[src/rtl/burst_addr_gen.sv]
module burst_addr_gen #(
  parameter int AW = 18
) (
  input  logic          clk,
  input  logic          rst_n,
  input  logic [AW-1:0] addr_in,
  input  logic          cpu_start,
  input  logic          ctl_start,
  input  logic          chip_en,
  input  logic          adv,
  input  logic          order_lin,
  output logic [AW-1:0] addr_out,
  output logic          first_beat
);
  logic [AW-1:0] base_q;
  logic [1:0]    step_q;
  logic          first_q;
  logic          load;
  logic [1:0]    low;

  assign load = ctl_start | (cpu_start & chip_en);

  always_ff @(posedge clk) begin
    if (!rst_n) begin
      base_q  <= '0;
      step_q  <= '0;
      first_q <= 1'b0;
    end else if (load) begin
      base_q  <= addr_in;
      step_q  <= '0;
      first_q <= 1'b1;
    end else if (adv) begin
      step_q  <= step_q + 2'd1;
      first_q <= 1'b0;
    end
  end

  assign low        = order_lin ? (base_q[1:0] + step_q) : (base_q[1:0] ^ step_q);
  assign addr_out   = {base_q[AW-1:2], low};
  assign first_beat = first_q;
endmodule


[config.mk]
export PLATFORM = sky130hd
export DESIGN_NAME = burst_addr_gen
export DESIGN_NICKNAME = d
export VERILOG_FILES = /design/src/rtl/burst_addr_gen.sv
export SDC_FILE = /design/constraint.sdc
export NUM_CORES = 1
export LEC_CHECK = 0
export BUFFER_PORTS_ARGS = -buffer_cell sky130_fd_sc_hd__clkbuf_2
export CAP_MARGIN = 20
export CORE_UTILIZATION = 30
export DETAILED_ROUTE_END_ITERATION = 7
export SKIP_CTS_REPAIR_TIMING = 1
export SLEW_MARGIN = 20
export SYNTH_ARGS = -nofsm -noshare
export SYNTH_HDL_FRONTEND = slang
export SYNTH_SLANG_ARGS = --single-unit
[constraint.sdc]
create_clock -name clk -period 1.08 [get_ports clk]
set_input_delay 0.162 -clock clk [delete_from_list [all_inputs] [get_ports clk]]
set_output_delay 0.162 -clock clk [all_outputs]
set_load 0.1 [all_outputs]
* Word-level counts from Yosys, hierarchy flattened *
Index checks and enable logic that the tools add are counted.

storage, ports and cells
  word-level logic and storage cells = 14
  input bits = 25
  output and inout port bits = 19
  bits in registers = 21

cells by class
  multiplexer cells = 3
  bitwise gates (word level) = 4
  reduce and logical (&&, ||, !) cells = 2
  $add $sub $neg = 2

operator list
  operator             count
  $add 2x1->2 const B  1
  $add 2x2->2          1
  $mux 1               2
  $mux 2               1
  $reduce_bool 2->1    1
  $reduce_or 2->1      1
  $xor 2x2->2          1
  $and 1x1->1          1
  $not 1->1            1
  $or 1x1->1           1

* Depth between registers and ports, before layout *
Gate-level depths: netlist of the first run.

  word-level depth = 3
  gate-level depth with buffers = 4

* Worst setup path after synthesis of the first run *
No wires, ideal clock.

  kind = register to output
  start = register step_q[0]
  end = output port addr_out[1]
  cell stages (with the launch flop) = 4
  arrival time = 2122 ps
  required time = 918 ps
  path buffers = 0
  slack = -1204 ps
  cells stage by stage = dfxtp_1 > ha_1 > nand2_1 > xnor2_1

on the way
  longest elaborated chain between the ends = 2

ends and longest elaborated chain
  what                    RTL line  text
  from (decl)             16        logic [1:0] step_q;
  from (signal assigned)  33        step_q <= step_q + 2'd1;
  $add 2x2->2             38        assign low = order_lin ? (base_q[1:0] + step_q) : (base_q[1:0] ^ step_q);
  $mux 2                  38
  to (decl)               12        output logic [AW-1:0] addr_out,

Every way passes these cells.

* Worst setup path in the final report of the first run *
Ends and elaborated chain as after synthesis.

==> results of run 1 <==
-- cell usage after synthesis, drive strengths merged --
cell,n,area (sq um)
buf,22,174
nand2b,1,6.26
mux2i,18,180
nand3b,1,7.51
dfxtp,21,420
ha,1,12.5
a21oi,2,13.8
inv,1,3.75
xor2,1,8.76
nor3,1,5.00
a211oi,1,7.51
a21bo,1,10.0
nand2,37,139
xnor2,2,17.5
a21o,1,8.76
-- cell type report --
type,instances,area (sq um),area share
tap,44,55.1,0.0354
timing repair buffer,47,543,0.349
multi-input combinational,67,474,0.305
sequential,21,452,0.290
inverter,1,3.75,0.00241
clock buffer,3,22.5,0.0145
clock inverter,1,5.00,0.00322
-- layer usage --
metal	GRT usage	wire [microns]	up-vias
li1	-	-	396
met1	0.116	756	364
met2	0.212	1060	19
met3	0.0498	112	2
met4	0.0299	25	0
met5	0	0	-
-- power groups by stage --
stage | clock network (W) | registers [W] | logic, W
final | 0.000371 | 0.000888 | 0.000809
after global routing | 0.000434 | 0.000894 | 0.000844
after CTS | 0.000394 | 0.000880 | 0.000812
after detailed placement | 0 | 0.000898 | 0.000810
after global placement | 0 | 0.000895 | 0.000802
after floorplan | 0 | 0.000888 | 0.000576
-- worst paths after layout --
| check | startpoint | slack [ns] | to | depth (start not counted) |
|---|---|---|---|---|
| worst max-delay path | step_q[0] | -0.31 | addr_out[1] | 4 |
| worst max register to register | step_q[0] | 0.09 | step_q[1] | 3 |
| worst min register to register | base_q[11] | 0.49 | base_q[11] | 2 |
| worst min-delay path | addr_in[1] | 0.06 | base_q[1] | 3 |
-- sequential cells by signal (all words and copies together), names as in the netlist --
signal      flops
base_q         18
first_beat      1
step_q          2
-- worst max-delay path, cell delays in order, from the launching register on --
cell and delay [ns]:
dfxtp_4 0.38, ha_4 0.13, nand2_4 0.06, xnor2_4 0.17, buf_12 0.19
-- metrics by stage --
step | std cells | TNS (ns) | util | cell area, sq um
floorplan | 111 | -0.229 | - | 1060
global placement | 180 | -0.0838 | 0.474 | 1480
detailed placement | 180 | -0.115 | 0.474 | 1480
CTS | 184 | -0.678 | 0.483 | 1510
global route | 184 | -0.627 | 0.497 | 1560
finish | 184 | -0.497 | 0.497 | 1560
-- logic make-up after synthesis --
kind of cell / synth area share
mux: 0.178
compound gates: 0.0395
xor+xnor: 0.0259
simple gates: 0.155
flops: 0.414
fa+ha+maj: 0.0123
buf+inv: 0.175
-- cells in the final DEF, fill, tap and decap left out --
master	instances
xnor2_1	1
clkbuf_4	3
buf_12	20
dfxtp_4	3
nor3_1	1
ha_4	1
xor2_4	1
nand2_1	36
a21oi_1	1
a211oi_1	1
clkbuf_2	24
inv_1	1
dfxtp_1	2
a21oi_2	1
dfxtp_2	16
nand3b_1	1
a21o_2	1
clkinv_2	1
nand2b_1	1
mux2i_1	18
nand2_4	1
buf_4	3
a21bo_2	1
xnor2_4	1
==> impl_metrics.env, run 1 <==
export IMPL_combPwrFrac=0.391
export IMPL_place_hpwl_mm=1.53
export IMPL_fmax_mhz=717
export IMPL_power_w=0.00207
export IMPL_htreeDepth=1
export IMPL_diodes=0
export IMPL_p_seq_frac=0.429
export IMPL_clock_skew_ns=0.000416
export IMPL_ir_worst_vdd_mv=1.03
export IMPL_hold_class="in2reg"
export IMPL_clk_pin_slew_ns=0.12
export IMPL_arrival_ns=1.23
export IMPL_grt_pass1_vias=700
export IMPL_wl_per_cell_microns=10.6
export IMPL_synth_seq_area_share=0.414
export IMPL_dp_worst_setup_slack_ns=-0.115
export IMPL_gp_congestion=0.723
export IMPL_maxSlewViolCount=0
export IMPL_postRouteAntennaNets=0
export IMPL_cts_sinks=21
export IMPL_criticalPathCategory="reg2out"
export IMPL_drive_above_1_share=0.550
export IMPL_die_x_microns=60.2
export IMPL_outcome="complete, but fails checks"
export IMPL_core_area_sq_um=3130
export IMPL_ctsLongestPathBuffers=2
export IMPL_worstSetupStartpointType="flop"
export IMPL_maxCapViolations=0
export IMPL_final_min_clock_period_ns=1.39
export IMPL_p_int_w=0.00128
export IMPL_cts_root_buf="clkbuf_4"
export IMPL_remaining_drc_errors=0
export IMPL_wl_mm=1.96
export IMPL_hold_violations=0
export IMPL_path_max_fanout=2
export IMPL_first_pass_iters=2
export IMPL_p_leak_nw=0.696
export IMPL_grt_max_degree=20
export IMPL_fin_ws_ns=-0.315
export IMPL_switching_share=0.382
export IMPL_worstPathRequired_ns=0.92
export IMPL_cts_tree="done"
export IMPL_syn_avg_cell_area_sq_um=9.14
export IMPL_syn_area_sq_um=1010
export IMPL_ys_types=19
export IMPL_syn_to_final_growth_pct=53.3
export IMPL_nets=167
export IMPL_worst_pin_slew_ns=0.209
export IMPL_die_h_microns=60.2
export IMPL_die_area_sq_um=3620
export IMPL_hold_ws_ns=0.0620
export IMPL_syn_inst=111
export IMPL_grt_pass1_wl_mm=3.02
export IMPL_period_share=1.29
export IMPL_portBuffers=43
export IMPL_ys_ff_latch=21
export IMPL_insertion_delay_ns=0.30
export IMPL_start_util=0.324
export IMPL_initialDrtViolationCount=18
export IMPL_pwr_share_clk=0.180
export IMPL_yosysWarnings=0
export IMPL_synthesis_nets=137
export IMPL_setup_viol=2
export IMPL_cts_buffers=3
export IMPL_relSlewSlack=0.860
export IMPL_violations="negative setup slack"
export IMPL_p_per_area_nw_per_um2=1330
export IMPL_n_fill_cell=287
export IMPL_grt_overflow=0
export IMPL_antenna_found_initial=0
export IMPL_vias_per_cell=4.24
export IMPL_dr_total_vias=781
export IMPL_core_rowCount=20
export IMPL_ios=44
export IMPL_grt_use_total=0.115
export IMPL_power_switching_w=0.000789
export IMPL_crit_path_end_kind="output pin"
export IMPL_rsz0062_at_grt="true"
Power figures use the tool's default switching activity.
==> inputs of run 2 (changes only) <==
--- a/config.mk
+++ b/config.mk
@@ -9,6 +9,7 @@
 export CAP_MARGIN = 20
 export CORE_UTILIZATION = 30
 export DETAILED_ROUTE_END_ITERATION = 7
+export SETUP_SLACK_MARGIN = 0.02
 export SKIP_CTS_REPAIR_TIMING = 1
 export SLEW_MARGIN = 20
 export SYNTH_ARGS = -nofsm -noshare
==> run 2 against run 1 <==
The flow still finishes with violations (negative setup slack). First-iteration DRC count unchanged. Largest power group unchanged. Non-clock buffer count unchanged. Global-route usage stayed put.
==> impl_metrics.env, run 2 (synthesis gave the netlist of run 1 again) <==
export IMPL_outcome="complete, but fails checks"
export IMPL_violations="negative setup slack"
export IMPL_r2r_end="step_q[1]"
export IMPL_hp_start="addr_in[1]"
export IMPL_die_h_microns=60.2
export IMPL_rsz0062_at_grt="true"
export IMPL_dp_worst_setup_slack_ns=-0.115
export IMPL_ir_worst_vdd_mv=1.03
export IMPL_fmax_mhz=717
export IMPL_worstSetupStartpointType="flop"
export IMPL_clk_pin_slew_ns=0.12
export IMPL_maxSlewViolCount=0
export IMPL_cts_sinks=21
export IMPL_drive_above_1_share=0.564
export IMPL_core_rowCount=20
export IMPL_holdPathEnd="base_q[1]"
export IMPL_first_pass_iters=2
export IMPL_ios=44
export IMPL_final_util=0.498
export IMPL_syn_to_final_growth_pct=53.5
export IMPL_antenna_found_initial=0
export IMPL_core_area_sq_um=3130
export IMPL_placedCellCount=180
export IMPL_postRouteAntennaNets=0
export IMPL_maxCapViolations=0
export IMPL_p_leak_nw=0.696
export IMPL_cts_root_buf="clkbuf_4"
export IMPL_largest_register_ffs=18
export IMPL_crit_path_end_kind="output pin"
export IMPL_r2r_start="step_q[0]"
export IMPL_hold_ws_ns=0.0620
export IMPL_nets=167
export IMPL_insertion_delay_ns=0.30
export IMPL_wl_per_cell_microns=10.6
export IMPL_setup_viol=2
export IMPL_p_per_area_nw_per_um2=1330
export IMPL_ctsLongestPathBuffers=2
export IMPL_final_common_cell="nand2_1"
export IMPL_cts_buffers=3
export IMPL_gp_congestion=0.723
export IMPL_wl_mm=1.96
export IMPL_start_util=0.324
export IMPL_grt_use_total=0.115
export IMPL_worst_pin_slew_ns=0.209
export IMPL_regToRegSetupSlack_ns=0.09
export IMPL_place_hpwl_mm=1.53
export IMPL_final_cell_mix="nand2_1 (36), clkbuf_2 (24), buf_12 (20)"
export IMPL_vias_per_cell=4.24
export IMPL_path_max_fanout=2
export IMPL_arrival_ns=1.23
export IMPL_die_area_sq_um=3620
export IMPL_grt_overflow=0
export IMPL_remaining_drc_errors=0
export IMPL_period_share=1.29
export IMPL_cts_tree="done"
export IMPL_hold_class="in2reg"
export IMPL_diodes=0
export IMPL_fin_ws_ns=-0.315
export IMPL_criticalPathCategory="reg2out"
export IMPL_min_path_cells=3
export IMPL_initialDrtViolationCount=18
export IMPL_grt_pass1_vias=700
export IMPL_clock_skew_ns=0.000416
export IMPL_relSlewSlack=0.860
export IMPL_final_min_clock_period_ns=1.39
export IMPL_largest_register="base_q"
export IMPL_worstPathRequired_ns=0.92
export IMPL_die_x_microns=60.2
export IMPL_fin_cells=184
export IMPL_htreeDepth=1
export IMPL_portBuffers=43
export IMPL_reg2reg_depth=3
export IMPL_grt_max_degree=20
export IMPL_hold_violations=0
export IMPL_dr_total_vias=781
export IMPL_grt_pass1_wl_mm=3.02
-- run 2: cell types whose count changed in the layout (fill, tap and decap cells not counted) --
| cell | delta |
|---|---|
| dfxtp_2 | +2 |
| dfxtp_1 | -2 |
-- run 2: worst max path at each step --
stage / endpoint / from / slack (ns) / cells after the start
final: addr_out[1] / step_q[0] / -0.31 / 4
after global routing: addr_out[1] / step_q[1] / -0.38 / 3
after detailed placement: addr_out[1] / step_q[1] / -0.11 / 3
after CTS: addr_out[1] / step_q[1] / -0.47 / 3
after global placement: addr_out[1] / step_q[1] / -0.08 / 3
after floorplan: addr_out[1] / step_q[0] / -0.23 / 3
-- run 2: stage by stage --
step           TNS [ns]  instance area, sq um  total power (W)
4_1_cts          -0.678                  1510          0.00209
2_1_floorplan    -0.229                  1060          0.00146
6_report         -0.497                  1560          0.00207
5_1_grt          -0.622                  1560          0.00217
3_3_place_gp    -0.0838                  1480          0.00170
3_5_place_dp     -0.115                  1480          0.00171
-- run 2: worst max-delay path, cell delays in order (launching register included) --
cell	delay, ns
dfxtp_4	0.38
ha_4	0.13
nand2_4	0.06
xnor2_4	0.17
buf_12	0.19
-- run 2: area by class of cell --
cell class | instances | area, sq um
inverter | 1 | 3.75
clock inverter | 1 | 5.00
tap | 44 | 55.1
sequential | 21 | 454
clock buffer | 3 | 22.5
multi-input combinational | 67 | 474
fill | 286 | 1570
timing repair buffer | 47 | 543
-- run 2: report_power, final --
part           total [W]  switching [W]  internal [W]
logic           0.000809       0.000500      0.000309
registers       0.000889      0.0000561      0.000833
clock network   0.000371       0.000233      0.000138
-- run 2: per-layer routing --
layer / GRT usage / wire length (microns) / share of wire
met1: 0.116 / 756 / 0.39
met2: 0.212 / 1060 / 0.54
met3: 0.0498 / 112 / 0.057
met4: 0.0299 / 25 / 0.013
met5: 0 / 0 / 0
